--- src/rtl/pwrseq_pkg.sv ---
package pwrseq_pkg;
  typedef enum logic [2:0] {
    ST_POR     = 3'd0,
    ST_PWRUP   = 3'd1,
    ST_OSCWAIT = 3'd2,
    ST_PINWAIT = 3'd3,
    ST_RUN     = 3'd4,
    ST_SLEEP   = 3'd5
  } seq_state_t;

  localparam logic [2:0] OSC_LP    = 3'd0;
  localparam logic [2:0] OSC_XT    = 3'd1;
  localparam logic [2:0] OSC_HS    = 3'd2;
  localparam logic [2:0] OSC_INTRC = 3'd4;
  localparam logic [2:0] OSC_EXTRC = 3'd5;

  function automatic logic is_crystal(input logic [2:0] m);
    return (m == OSC_LP) || (m == OSC_XT) || (m == OSC_HS);
  endfunction
endpackage

--- src/rtl/pwrseq_sync.sv ---
module pwrseq_sync #(
  parameter int STAGES = 2
) (
  input  logic clk,
  input  logic arst,
  input  logic din,
  output logic dout
);
  logic [STAGES-1:0] chain;

  genvar g;
  generate
    for (g = 0; g < STAGES; g++) begin : g_stage
      if (g == 0) begin : g_first
        always_ff @(posedge clk or posedge arst) begin
          if (arst) chain[0] <= 1'b0;
          else      chain[0] <= din;
        end
      end else begin : g_next
        always_ff @(posedge clk or posedge arst) begin
          if (arst) chain[g] <= 1'b0;
          else      chain[g] <= chain[g-1];
        end
      end
    end
  endgenerate

  assign dout = chain[STAGES-1];
endmodule

--- src/rtl/pwrseq_tickcnt.sv ---
module pwrseq_tickcnt #(
  parameter int LIMIT = 1024
) (
  input  logic clk,
  input  logic arst,
  input  logic en,
  input  logic tick,
  output logic done
);
  localparam int W = (LIMIT > 2) ? $clog2(LIMIT) : 1;
  localparam logic [W-1:0] LAST = W'(LIMIT - 1);

  logic [W-1:0] cnt;

  always_ff @(posedge clk or posedge arst) begin
    if (arst)         cnt <= '0;
    else if (!en)     cnt <= '0;
    else if (tick)    cnt <= cnt + W'(1);
  end

  assign done = en && tick && (cnt == LAST);

  // count never passes its limit while enabled
  a_r4_cnt_range: assert property (@(posedge clk) disable iff (arst)
    en |-> (cnt <= LAST));
  // a cleared counter stays at zero until enabled again
  a_r3_cnt_idle: assert property (@(posedge clk) disable iff (arst)
    !en |=> (cnt == '0));
endmodule

--- src/rtl/pwrseq_top.sv ---
module pwrseq_top
  import pwrseq_pkg::*;
#(
  parameter int PU_TICKS    = 72,
  parameter int OSC_CYCLES  = 1024,
  parameter int SYNC_STAGES = 2
) (
  input  logic       clk,
  input  logic       por_pulse,
  input  logic       ext_rst_n,
  input  logic       sleep_req,
  input  logic       wake_req,
  input  logic [2:0] osc_mode,
  input  logic       pu_timer_off,
  input  logic       rc_tick,
  input  logic       osc_tick,
  output logic       core_rst,
  output logic       running
);
  seq_state_t state, nxt;
  logic pin_ok, pu_done, osc_done, xtal;

  pwrseq_sync #(.STAGES(SYNC_STAGES)) u_sync (
    .clk(clk), .arst(por_pulse), .din(ext_rst_n), .dout(pin_ok)
  );

  pwrseq_tickcnt #(.LIMIT(PU_TICKS)) u_pu (
    .clk(clk), .arst(por_pulse), .en(state == ST_PWRUP),
    .tick(rc_tick), .done(pu_done)
  );

  pwrseq_tickcnt #(.LIMIT(OSC_CYCLES)) u_osc (
    .clk(clk), .arst(por_pulse), .en(state == ST_OSCWAIT),
    .tick(osc_tick), .done(osc_done)
  );

  assign xtal = is_crystal(osc_mode);

  always_comb begin
    nxt = state;
    unique case (state)
      ST_POR: begin
        if (!pu_timer_off) nxt = ST_PWRUP;
        else if (xtal)     nxt = ST_OSCWAIT;
        else               nxt = ST_PINWAIT;
      end
      ST_PWRUP:   if (pu_done)  nxt = xtal ? ST_OSCWAIT : ST_PINWAIT;
      ST_OSCWAIT: if (osc_done) nxt = ST_PINWAIT;
      ST_PINWAIT: if (pin_ok)   nxt = ST_RUN;
      ST_RUN: begin
        if (!pin_ok)        nxt = ST_PINWAIT;
        else if (sleep_req) nxt = ST_SLEEP;
      end
      ST_SLEEP: begin
        if (!pin_ok)       nxt = ST_PINWAIT;
        else if (wake_req) nxt = xtal ? ST_OSCWAIT : ST_RUN;
      end
      default: nxt = ST_POR;
    endcase
  end

  always_ff @(posedge clk or posedge por_pulse) begin
    if (por_pulse) state <= ST_POR;
    else           state <= nxt;
  end

  assign running  = (state == ST_RUN);
  assign core_rst = !((state == ST_RUN) || (state == ST_SLEEP));

  // configuration bit set means the power-up timer is never entered
  a_r2_pu_skip: assert property (@(posedge clk) disable iff (por_pulse)
    (state == ST_POR && pu_timer_off) |=> (state != ST_PWRUP));
  // the start-up counter is never active in an RC mode
  a_r5_rc_no_osc: assert property (@(posedge clk) disable iff (por_pulse)
    (state == ST_OSCWAIT) |-> xtal);
  // leaving sleep never enters the power-up timer
  a_r6_wake_no_pu: assert property (@(posedge clk) disable iff (por_pulse)
    (state == ST_SLEEP) |=> (state != ST_PWRUP));
  // a low synchronized pin while running puts the core back in reset
  a_r8_pin_rst: assert property (@(posedge clk) disable iff (por_pulse)
    (state == ST_RUN && !pin_ok) |=> core_rst);
  // a low pin beats a same-cycle wake request
  a_r9_pin_wins: assert property (@(posedge clk) disable iff (por_pulse)
    (state == ST_SLEEP && !pin_ok && wake_req) |=> (state == ST_PINWAIT));
  // the start-up counter ends only into the pin wait
  a_r4_osc_exit: assert property (@(posedge clk) disable iff (por_pulse)
    (state == ST_OSCWAIT && osc_done) |=> (state == ST_PINWAIT));
endmodule

--- config.mk ---
export PLATFORM = sky130hd
export DESIGN_NAME = pwrseq_top
export DESIGN_NICKNAME = d
export VERILOG_FILES = /design/src/rtl/pwrseq_pkg.sv /design/src/rtl/pwrseq_sync.sv /design/src/rtl/pwrseq_tickcnt.sv /design/src/rtl/pwrseq_top.sv
export SDC_FILE = /design/constraint.sdc
export NUM_CORES = 1
export LEC_CHECK = 0
export ABC_CLOCK_PERIOD_IN_PS = 3650
export BUFFER_PORTS_ARGS = -buffer_cell sky130_fd_sc_hd__buf_2
export CAP_MARGIN = 20
export CORE_MARGIN = 2
export CORE_UTILIZATION = 35
export DETAILED_ROUTE_END_ITERATION = 12
export GPL_ROUTABILITY_DRIVEN = 0
export GPL_TIMING_DRIVEN = 0
export PLACE_DENSITY = 0.54
export SLEW_MARGIN = 5
export SYNTH_ARGS = -nofsm -noshare
export SYNTH_HDL_FRONTEND = slang
export SYNTH_SLANG_ARGS = --single-unit
export TNS_END_PERCENT = 1
--- constraint.sdc ---
create_clock -name clk -period 3.65 [get_ports clk]
set_clock_uncertainty 0.05 [all_clocks]
set_input_delay 0.365 -clock clk [delete_from_list [all_inputs] [get_ports clk]]
set_output_delay 0.365 -clock clk [all_outputs]
set_load 0.1 [all_outputs]
==> summary.md, run 1 <==
| Metric | Value |
|---|---|
| Status | finished, final reports clean |
| RSZ-0062 raised after global routing | false |
| Core box area | 0.00308 mm2 |
| Initial antenna violation count | 0 |
| Post-DP HPWL | 1.42 mm |
| Synth top area share | 0.482 |
| Fmax | 497 MHz |
| DR DRC count | 0 |
| Setup CP Type | flop to output port |
| Worst Path Arrival | 1.60 ns |
| First-pass GRT wire length | 3.24 mm |
| Critical path startpoint category | flop |
| Top cells by area, synth | dfrtp_1 48%, xor2_1 7.7%, nor2_1 5.6%, xnor2_1 3.1%, mux2i_1 2.6% |
| Die Height | 61.1 um |
| # IOs | 13 |
| Placed Area | 0.00126 mm2 |
| Most frequent cell after synthesis | dfrtp_1 |
| Nets | 139 |
| Async set-reset flop share out of synthesis | 1.00 |
| Switching Power | 0.000259 W |
| Critical path fanouts, max | 10 |
| Final setup fails | 0 |
| Hold Startpoint | ext_rst_n |
| Critical Path Start | state[1]$_DFFE_PP0P_ |
| Max Cap Viol | 0 |
| Area growth from synthesis to layout | 12.0% |
| Peak supply drop | 0.393 mV |
| Clock power share | 0.146 |
| Reg power frac | 0.415 |
| Pleak | 0.571 nW |
| Placement Rows | 20 |
| Number of antenna diodes | 0 |
| Vias in the first global route | 765 |
| Utilization of the core after routing | 0.416 |
| Largest area contributor in the netlist | dfrtp_1 |
| Synth cell types | 35 |
| Final hold vios | 0 |
| Comb power frac | 0.439 |
| Wire per inst | 11.1 um |
| RR Startpoint | u_osc.cnt[0]$_DFFE_PP0P_ |
| DRT iter0 DRCs | 27 |
| Antenna-violating nets left | 0 |
| Post-synth net total | 122 |
| Initial DRT Pass Iterations | 6 |
| Max_slew headroom | 0.448 |
| Via-to-Cell Ratio | 4.73 |
| Hold Path Depth | 1 |
| Top_reg_cell synth | dfrtp_1 |
| Hold buffer count at CTS | 0 |
| Post-CTS setup buffer count | 0 |
| Count of yosys warnings during synthesis | 0 |
| Total grt overflow | 0 |
| Post-synth EDFFs | 0 |
| Global Route Usage Sum | 0.118 |
| Worst Path Required | 3.23 ns |
| Setup_tns | 0 ns |
| Post-synth top cells | 22 x dfrtp_1, 17 x nor2_1, 10 x xor2_1 |
| Largest net degree at the start of global routing | 23 |
| CP endpoint kind | output port |
| Syn Std Cell Area | 0.00114 mm2 |
| Number of port buffers | 12 |
| Max H-tree Level | 1 |
| Sequential fraction of the synthesis area | 0.482 |
| Sw Ratio | 0.365 |
| Worst-Margin Slew | 0.828 ns |
| Routed via count | 794 |
| Final worst path period need | 2.01 ns |
| Clock Pin Slew Worst Setup and Hold Paths | 0.11 ns |
| Total wire length | 1.86 mm |
| Clk sink count | 22 |
| Share of cells above drive strength 1 | 0.169 |
| Syn_area_per_cell | 10.5 um2 |
| Internal power | 0.000449 W |
| #FFs+latches synth | 22 |
| Hold WC Path Type | input pin to flop |
| Period utilization | 0.551 |
| Initial Util | 0.371 |
| Post-CTS Resized | 0 |
| P per Cell Area | 553 mW/mm2 |
| Root Driver | clkbuf_4 |
| Clock Path Buffers | 2 |
| Max Slew Vio Count | 0 |
| Post-route cell area | 0.00128 mm2 |
| FF-to-FF path depth | 5 |
| Number of CTS-inserted buffers | 3 |
| Die Width | 61.1 um |
| Die Area | 0.00374 mm2 |
| Synth Instances | 109 |
| CTS tree | yes |
| Clock latency on the worst-skew pair | 0.29 ns |
==> power by group through the flow <==
| stage | clock network (W) | logic [W] | registers, W |
|---|---|---|---|
| 2_1_floorplan | 0 | 0.000267 | 0.000293 |
| 3_3_place_gp | 0 | 0.000313 | 0.000298 |
| 3_5_place_dp | 0 | 0.000316 | 0.000299 |
| 4_1_cts | 0.000111 | 0.000317 | 0.000294 |
| 5_1_grt | 0.000123 | 0.000341 | 0.000297 |
| 6_report | 0.000103 | 0.000311 | 0.000294 |
==> registers in the layout, indices dropped and copies added, names as in the netlist <==
register      cells
u_sync.dout       1
u_pu.cnt          7
state             3
u_osc.cnt        10
u_sync.chain      1
==> cells in the final DEF, fill, tap and decap left out, drive strengths merged, types with 4 or more instances in the layout <==
cell / netlist / final
dfrtp: 22 / 22
nor2: 17 / 17
buf: 3 / 15
xor2: 10 / 10
nand2: 6 / 6
a21oi: 5 / 5
xnor2: 4 / 4
clkbuf: 1 / 4
==> routing by layer <==
layer | wire length (um) | global-route usage
met5 | 0 | 0
met4 | 8 | 0.0280
met3 | 42 | 0.0441
met2 | 940 | 0.199
met1 | 870 | 0.144
==> cell type report <==
class,instances,area (um2)
fill,323,1800
sequential,22,551
multi-input combinational,80,549
timing repair buffer,12,60.1
tap,44,55.1
buffer,4,31.3
clock buffer,3,22.5
inverter,3,11.3
==> metrics by stage <==
| step | power [W] | hold WS (ns) | cells | setup WS, ns |
|---|---|---|---|---|
| floorplan | 0.000560 | 0.281 | 109 | 0.515 |
| global placement | 0.000611 | 0.292 | 165 | 1.85 |
| detailed placement | 0.000615 | 0.291 | 165 | 1.85 |
| CTS | 0.000722 | 0.111 | 168 | 1.62 |
| global route | 0.000761 | 0.0913 | 168 | 1.54 |
| finish | 0.000708 | 0.123 | 168 | 1.64 |
==> worst max-delay path, stage by stage, from the launching register on <==
cell      delay [ns]
dfrtp_1         0.39
buf_2           0.17
nand2b_1        0.21
nor2_1          0.10
buf_2           0.43
==> kinds of logic after synthesis <==
family / Yosys count / share of synthesized area
fa+ha+maj: 2 / 0.0219
buf+inv: 7 / 0.0372
simple gates: 45 / 0.222
xor+xnor: 14 / 0.107
flops: 22 / 0.482
mux: 4 / 0.0394
compound gates: 15 / 0.0898
==> final timing paths <==
kind                                                  end  slack (ns)
worst max register to register       state[1]$_DFFE_PP0P_        1.86
min in group asynchronous         u_pu.cnt[0]$_DFFE_PP0P_        0.16
max in group asynchronous            state[1]$_DFFE_PP0P_        2.87
worst min register to register      u_sync.dout$_DFF_PP0_        0.31
worst min-delay path            u_sync.chain[0]$_DFF_PP0_        0.12
worst max-delay path                              running        1.64
No activity file was read; power rests on OpenSTA's default activity.
==> run 2, diff against run 1 <==
--- a/config.mk
+++ b/config.mk
@@ -5,7 +5,7 @@
 export SDC_FILE = /design/constraint.sdc
 export NUM_CORES = 1
 export LEC_CHECK = 0
-export ABC_CLOCK_PERIOD_IN_PS = 3650
+export ABC_CLOCK_PERIOD_IN_PS = 2000
 export BUFFER_PORTS_ARGS = -buffer_cell sky130_fd_sc_hd__buf_2
 export CAP_MARGIN = 20
 export CORE_MARGIN = 2
==> constraint.sdc (replaced) <==
create_clock -name clk -period 2 [get_ports clk]
set_clock_uncertainty 0.05 [all_clocks]
set_input_delay 0.2 -clock clk [delete_from_list [all_inputs] [get_ports clk]]
set_output_delay 0.2 -clock clk [all_outputs]
set_load 0.1 [all_outputs]
==> summary.md, run 2 (synthesis results as in run 1) <==
| Metric | Value |
|---|---|
| Status | finished with violations (was finished, final reports clean) |
| Failing checks | hold timing |
| Uppermost layer routed | met3 (was met4) |
| Utilization of the core after routing | 0.422 (was 0.416) |
| First-pass GRT wire length | 3.31 mm (was 3.24 mm) |
| Die Width | 61.1 um (unchanged) |
| Multi-input logic area | 559 um2 (was 549 um2) |
| RR Startpoint | u_osc.cnt[0]$_DFFE_PP0P_ (unchanged) |
| Worst Path Arrival | 1.61 ns (was 1.60 ns) |
| Number of CTS-inserted buffers | 3 (unchanged) |
| Number of port buffers | 12 (unchanged) |
| Initial Util | 0.371 (unchanged) |
| Initial DRT Pass Iterations | 4 (was 6) |
| FF-to-FF path depth | 5 (unchanged) |
| Clock Pin Slew Worst Setup and Hold Paths | 0.11 ns (about the same) |
| Post-CTS Resized | 0 (unchanged) |
| Antenna-violating nets left | 0 (unchanged) |
| Core box area | 0.00308 mm2 (unchanged) |
| Critical path startpoint category | flop (unchanged) |
| P per Cell Area | 1010 mW/mm2 (was 553 mW/mm2) |
| Slowest CP cell | buf_2 (unchanged) |
| Total grt overflow | 0 (unchanged) |
| Number of antenna diodes | 0 (unchanged) |
| Setup_tns | 0 ns (unchanged) |
| Period utilization | 0.931 |
| Wire per inst | 11.2 um (was 11.1 um) |
| Share of cells above drive strength 1 | 0.184 (was 0.169) |
| Setup CP Type | flop to output port (unchanged) |
| Root Driver | clkbuf_4 (unchanged) |
| Die Height | 61.1 um (unchanged) |
| WL met1 | 829 um (was 870 um) |
| Storage cell area | 551 um2 (unchanged) |
| Post-DP HPWL | 1.46 mm (was 1.42 mm) |
| Largest net degree at the start of global routing | 23 (unchanged) |
| R2r setup slk | 0.19 ns (was 1.86 ns) |
| DR DRC count | 0 (unchanged) |
| Most frequent CP cell | buf_2 (unchanged) |
| Routed via count | 822 (was 794) |
| Worst Path Required | 1.75 ns (was 3.23 ns) |
| Final setup fails | 0 (unchanged) |
| Max Cap Viol | 0 (unchanged) |
| Top Registers | u_osc.cnt (10), u_pu.cnt (7), state (3) (unchanged) |
| Hold WC Path Type | input pin to async pin (was input pin to flop) |
| Hold slack | -0.00898 ns (was 0.123 ns) |
| Reg2reg end | state[1]$_DFFE_PP0P_ (unchanged) |
| Max_slew headroom | 0.459 (was 0.448) |
| Area growth from synthesis to layout | 13.8% (was 12.0%) |
| Via-to-Cell Ratio | 4.86 (was 4.73) |
| CP max stage delay | 0.42 ns (was 0.43 ns) |
| Clk sink count | 22 (unchanged) |
| Pleak | 0.576 nW (was 0.571 nW) |
| Peak supply drop | 0.492 mV (was 0.393 mV) |
| Hold buffer count at CTS | 1 (was 0) |
| Post-CTS setup buffer count | 0 (unchanged) |
| Total wire length | 1.89 mm (was 1.86 mm) |
| Max Slew Vio Count | 0 (unchanged) |
| Worst-path cell chain | buf_2 > nand2b_2 > nor2_4 > buf_2 (was buf_2 > nand2b_1 > nor2_1 > buf_2) |
| Nets | 140 (was 139) |
| Critical path fanouts, max | 10 (unchanged) |
| Final worst path period need | 1.86 ns |
| Worst-Margin Slew | 0.810 ns (was 0.828 ns) |
| Met3 wire length | 59 um (was 42 um) |
| Die Area | 0.00374 mm2 (unchanged) |
| Number of flip-flops in the largest register | 10 (unchanged) |
| Clock latency on the worst-skew pair | 0.29 ns (about the same) |
| Most frequent cells in the layout | 22 x dfrtp_1, 16 x nor2_1, 13 x buf_2 (was 22 x dfrtp_1, 17 x nor2_1, 13 x buf_2) |
| # IOs | 13 (unchanged) |
| CTS tree | yes (unchanged) |
| Commonest non-fill, non-tap cell in the layout | dfrtp_1 (unchanged) |
| Placement Rows | 20 (unchanged) |
| RSZ-0062 raised after global routing | false (unchanged) |
| DR WL met2 | 1.00 mm (was 940 um) |
| Final hold vios | 11 (was 0) |
| Max H-tree Level | 1 (unchanged) |
| Critical Path Start | state[1]$_DFFE_PP0P_ (unchanged) |
| Largest Register | u_osc.cnt (unchanged) |
| Clock Path Buffers | 2 (unchanged) |
| CP endpoint kind | output port (unchanged) |
| DRT iter0 DRCs | 21 (was 27) |
| Global Route Usage Sum | 0.118 (about the same) |
| Fillers | 314 (was 323) |
| Initial antenna violation count | 0 (unchanged) |
| Vias in the first global route | 775 (was 765) |
| Fmax | 537 MHz |
## run 2: stage by stage
stage | hold WS [ns] | worst slack (ns) | cell area, um2 | power [W] | std cells
after global routing | 0.0525 | 0.0390 | 1300 | 0.00141 | 169
after global placement | 0.263 | 0.193 | 1270 | 0.00113 | 165
after floorplan | 0.139 | 0.117 | 1150 | 0.00104 | 109
after CTS | 0.0181 | 0.112 | 1300 | 0.00134 | 169
final | -0.00898 | 0.138 | 1300 | 0.00131 | 169
after detailed placement | 0.270 | 0.186 | 1270 | 0.00114 | 165
## run 2: area by class of cell
| class | count | area share |
|---|---|---|
| multi-input cells | 80 | 0.430 |
| plain buffers | 4 | 0.0241 |
| clock buffers | 3 | 0.0173 |
| repair buffers | 13 | 0.0539 |
| inverters | 3 | 0.00866 |
| flip-flops and latches | 22 | 0.423 |
| well taps | 44 | 0.0423 |
## run 2: per-layer routing
metal  vias up  track usage
li1        412            -
met1       403        0.141
met2         7        0.214
met3         0       0.0378
met4         0      0.00932
met5         -            0
## run 2: worst max-delay path, delay by kind of cell, from the launching register on
kind | cells | cell delay (ns)
flip-flops | 1 | 0.39
buffers and inverters | 2 | 0.59
AND/OR/NAND/NOR | 2 | 0.34
## run 2: worst max-delay path by stage
stage                                       to  slack [ns]  depth (start not counted)
after floorplan                        running        0.12                          3
after global placement    state[1]$_DFFE_PP0P_        0.19                          5
after detailed placement  state[1]$_DFFE_PP0P_        0.19                          5
after CTS                              running        0.11                          4
after global routing                   running        0.04                          4
final                                  running        0.14                          4
## run 2: where the power goes
part / total (W) / internal, W / leakage (nW) / switching [W]
clock network: 0.000187 / 0.0000701 / 0.0138 / 0.000117
logic: 0.000589 / 0.000264 / 0.266 / 0.000325
registers: 0.000536 / 0.000493 / 0.296 / 0.0000430
==> run 3, diff against run 2 <==
--- a/config.mk
+++ b/config.mk
@@ -14,6 +14,7 @@
 export GPL_ROUTABILITY_DRIVEN = 0
 export GPL_TIMING_DRIVEN = 0
 export PLACE_DENSITY = 0.54
+export REMOVE_ABC_BUFFERS = 1
 export SLEW_MARGIN = 5
 export SYNTH_ARGS = -nofsm -noshare
 export SYNTH_HDL_FRONTEND = slang
==> summary.md, run 3 (synthesis results as in run 1) <==
| Metric | Value |
|---|---|
| Worst Path Arrival | 2.03 ns (was 1.61 ns) |
| Vias in the first global route | 676 (was 775) |
| Critical path fanouts, max | 11 (was 10) |
| Fmax | 534 MHz (was 537 MHz) |
| Area growth from synthesis to layout | 11.7% (was 13.8%) |
| Final cell count without fillers | 166 (was 169) |
| Largest Register | u_osc.cnt (unchanged) |
| Status | finished with violations (unchanged) |
| Number of port buffers | 12 (unchanged) |
| Routed via count | 805 (was 822) |
| Die Height | 61.1 um (unchanged) |
| Setup CP Type | flop to flop (was flop to output port) |
| Initial DRT Pass Iterations | 4 (unchanged) |
| Utilization of the core after routing | 0.415 (was 0.422) |
| Top Registers | u_osc.cnt (10), u_pu.cnt (7), state (3) (unchanged) |
| P per Cell Area | 1020 mW/mm2 (was 1010 mW/mm2) |
| Die Width | 61.1 um (unchanged) |
| Final hold vios | 12 (was 11) |
| Final WS setup | 0.128 ns (was 0.138 ns) |
| Reg power frac | 0.449 (was 0.409) |
| Number of antenna diodes | 0 (unchanged) |
| Worst Path Required | 2.15 ns (was 1.75 ns) |
| Final setup fails | 0 (unchanged) |
| Final worst path period need | 1.87 ns (was 1.86 ns) |
| # IOs | 13 (unchanged) |
| Wire per inst | 11.1 um (was 11.2 um) |
| Period utilization | 0.936 (was 0.931) |
| Switching Power | 0.000474 W (was 0.000485 W) |
| Hold slack | -0.0137 ns (was -0.00898 ns) |
| Sw Ratio | 0.365 (was 0.370) |
| Peak supply drop | 0.419 mV (was 0.492 mV) |
| Clock power share | 0.185 (was 0.143) |
| Fillers | 314 (unchanged) |
| DR DRC count | 0 (unchanged) |
| Failing checks | hold timing (unchanged) |
| Pre-CTS setup slack | -0.0351 ns (was 0.186 ns) |
| Total grt overflow | 0 (unchanged) |
| CP endpoint kind | flop (was output port) |
| Via-to-Cell Ratio | 4.85 (was 4.86) |
| DRT iter0 DRCs | 17 (was 21) |
| Critical path startpoint category | flop (unchanged) |
| Antenna-violating nets left | 0 (unchanged) |
| Storage cell area | 552 um2 (was 551 um2) |
| Initial antenna violation count | 0 (unchanged) |
| Die Area | 0.00374 mm2 (unchanged) |
| Worst-Margin Slew | 0.835 ns (was 0.810 ns) |
| Total wire length | 1.84 mm (was 1.89 mm) |
| Max_slew headroom | 0.443 (was 0.459) |
| Number of CTS-inserted buffers | 3 (unchanged) |
| Comb power frac | 0.367 (was 0.449) |
| Post-CTS setup buffer count | 0 (unchanged) |
| Most frequent cells in the layout | 21 x dfrtp_1, 17 x nor2_1, 12 x buf_2 (was 22 x dfrtp_1, 16 x nor2_1, 13 x buf_2) |
| Initial Util | 0.371 (unchanged) |
| CTS tree | yes (unchanged) |
| Pleak | 0.565 nW (was 0.576 nW) |
| Dpl cells | 161 (was 165) |
| Core box area | 0.00308 mm2 (unchanged) |
| Placement Rows | 20 (unchanged) |
| Number of flip-flops in the largest register | 10 (unchanged) |
| First-pass GRT wire length | 2.97 mm (was 3.31 mm) |
| Max Cap Viol | 0 (unchanged) |
| Internal power | 0.000824 W (was 0.000827 W) |
| Root Driver | clkbuf_4 (unchanged) |
| RSZ-0062 raised after global routing | false (unchanged) |
| Hold WC Path Type | input pin to async pin (unchanged) |
| Share of cells above drive strength 1 | 0.172 (was 0.184) |
| Clock latency on the worst-skew pair | 0.30 ns (was 0.29 ns) |
| Max H-tree Level | 1 (unchanged) |
| Nets | 136 (was 140) |
| Post-DP HPWL | 1.37 mm (was 1.46 mm) |
| Commonest non-fill, non-tap cell in the layout | dfrtp_1 (unchanged) |
| Clk sink count | 22 (unchanged) |
| Clock Pin Slew Worst Setup and Hold Paths | 0.12 ns (was 0.11 ns) |
| Largest net degree at the start of global routing | 23 (unchanged) |
| Max Slew Vio Count | 0 (unchanged) |
| Multi-input logic area | 552 um2 (was 559 um2) |
| Global Route Usage Sum | 0.107 (was 0.118) |
| Clock Path Buffers | 2 (unchanged) |
[run 3: worst max-delay path: stages (launching register included)]
cell and delay, ns:
dfrtp_1 0.50, or3b_4 0.49, a41oi_1 0.24, nand3b_4 0.19
mux2_4 0.29
[run 3: power by group through the flow]
stage / sequential [W] / clock (W) / combinational [W]
detailed placement: 0.000587 / 0 / 0.000469
CTS: 0.000578 / 0.000256 / 0.000481
finish: 0.000583 / 0.000240 / 0.000476
floorplan: 0.000563 / 0 / 0.000399
global placement: 0.000585 / 0 / 0.000466
global route: 0.000593 / 0.000275 / 0.000522
[run 3: layout make-up]
cell class                      instances  area share
Tap cell                               44      0.0431
Sequential cell                        22       0.432
Multi-Input combinational cell         80       0.432
Inverter                                3     0.00882
Clock buffer                            4      0.0284
Timing Repair Buffer                   13      0.0549
[run 3: path summary, 6_finish.rpt]
check	start	to	slack (ns)	cells after the start
max	state[0]$_DFFE_PP0P_	state[1]$_DFFE_PP0P_	0.13	4
min	por_pulse	u_pu.cnt[0]$_DFFE_PP0P_	-0.01	2
max reg2reg	state[0]$_DFFE_PP0P_	state[1]$_DFFE_PP0P_	0.13	4
min reg2reg	u_sync.chain[0]$_DFF_PP0_	u_sync.dout$_DFF_PP0_	0.31	0
max in group asynchronous	por_pulse	state[1]$_DFFE_PP0P_	1.35	2
min in group clk	rc_tick	u_pu.cnt[0]$_DFFE_PP0P_	0.16	3
[run 3: metrics by stage]
step	TNS, ns	power (W)	hold WS [ns]	instance area (um2)
6_report	0	0.00130	-0.0137	1280
5_1_grt	0	0.00139	0.0371	1280
4_1_cts	0	0.00132	0.0101	1270
3_3_place_gp	-0.0214	0.00105	0.262	1230
2_1_floorplan	-0.923	0.000963	0.139	1110
3_5_place_dp	-0.0351	0.00106	0.260	1230
[run 3: per-layer routing]
| metal | vias up | part of all wire | GRT usage |
|---|---|---|---|
| met1 | 393 | 0.50 | 0.146 |
| met5 | - | 0 | 0 |
| met2 | 9 | 0.48 | 0.172 |
| met4 | 0 | 0 | 0.00932 |
| met3 | 0 | 0.026 | 0.0378 |
| li1 | 403 | - | - |
[run 3: repair_timing]
item | CTS | global route
hold endpoints to repair | 1 | 0
setup endpoints to repair | 1 | 1
hold buffers | 1 | 0
resized for setup | 1 | 1
gates cloned | 0 | 0
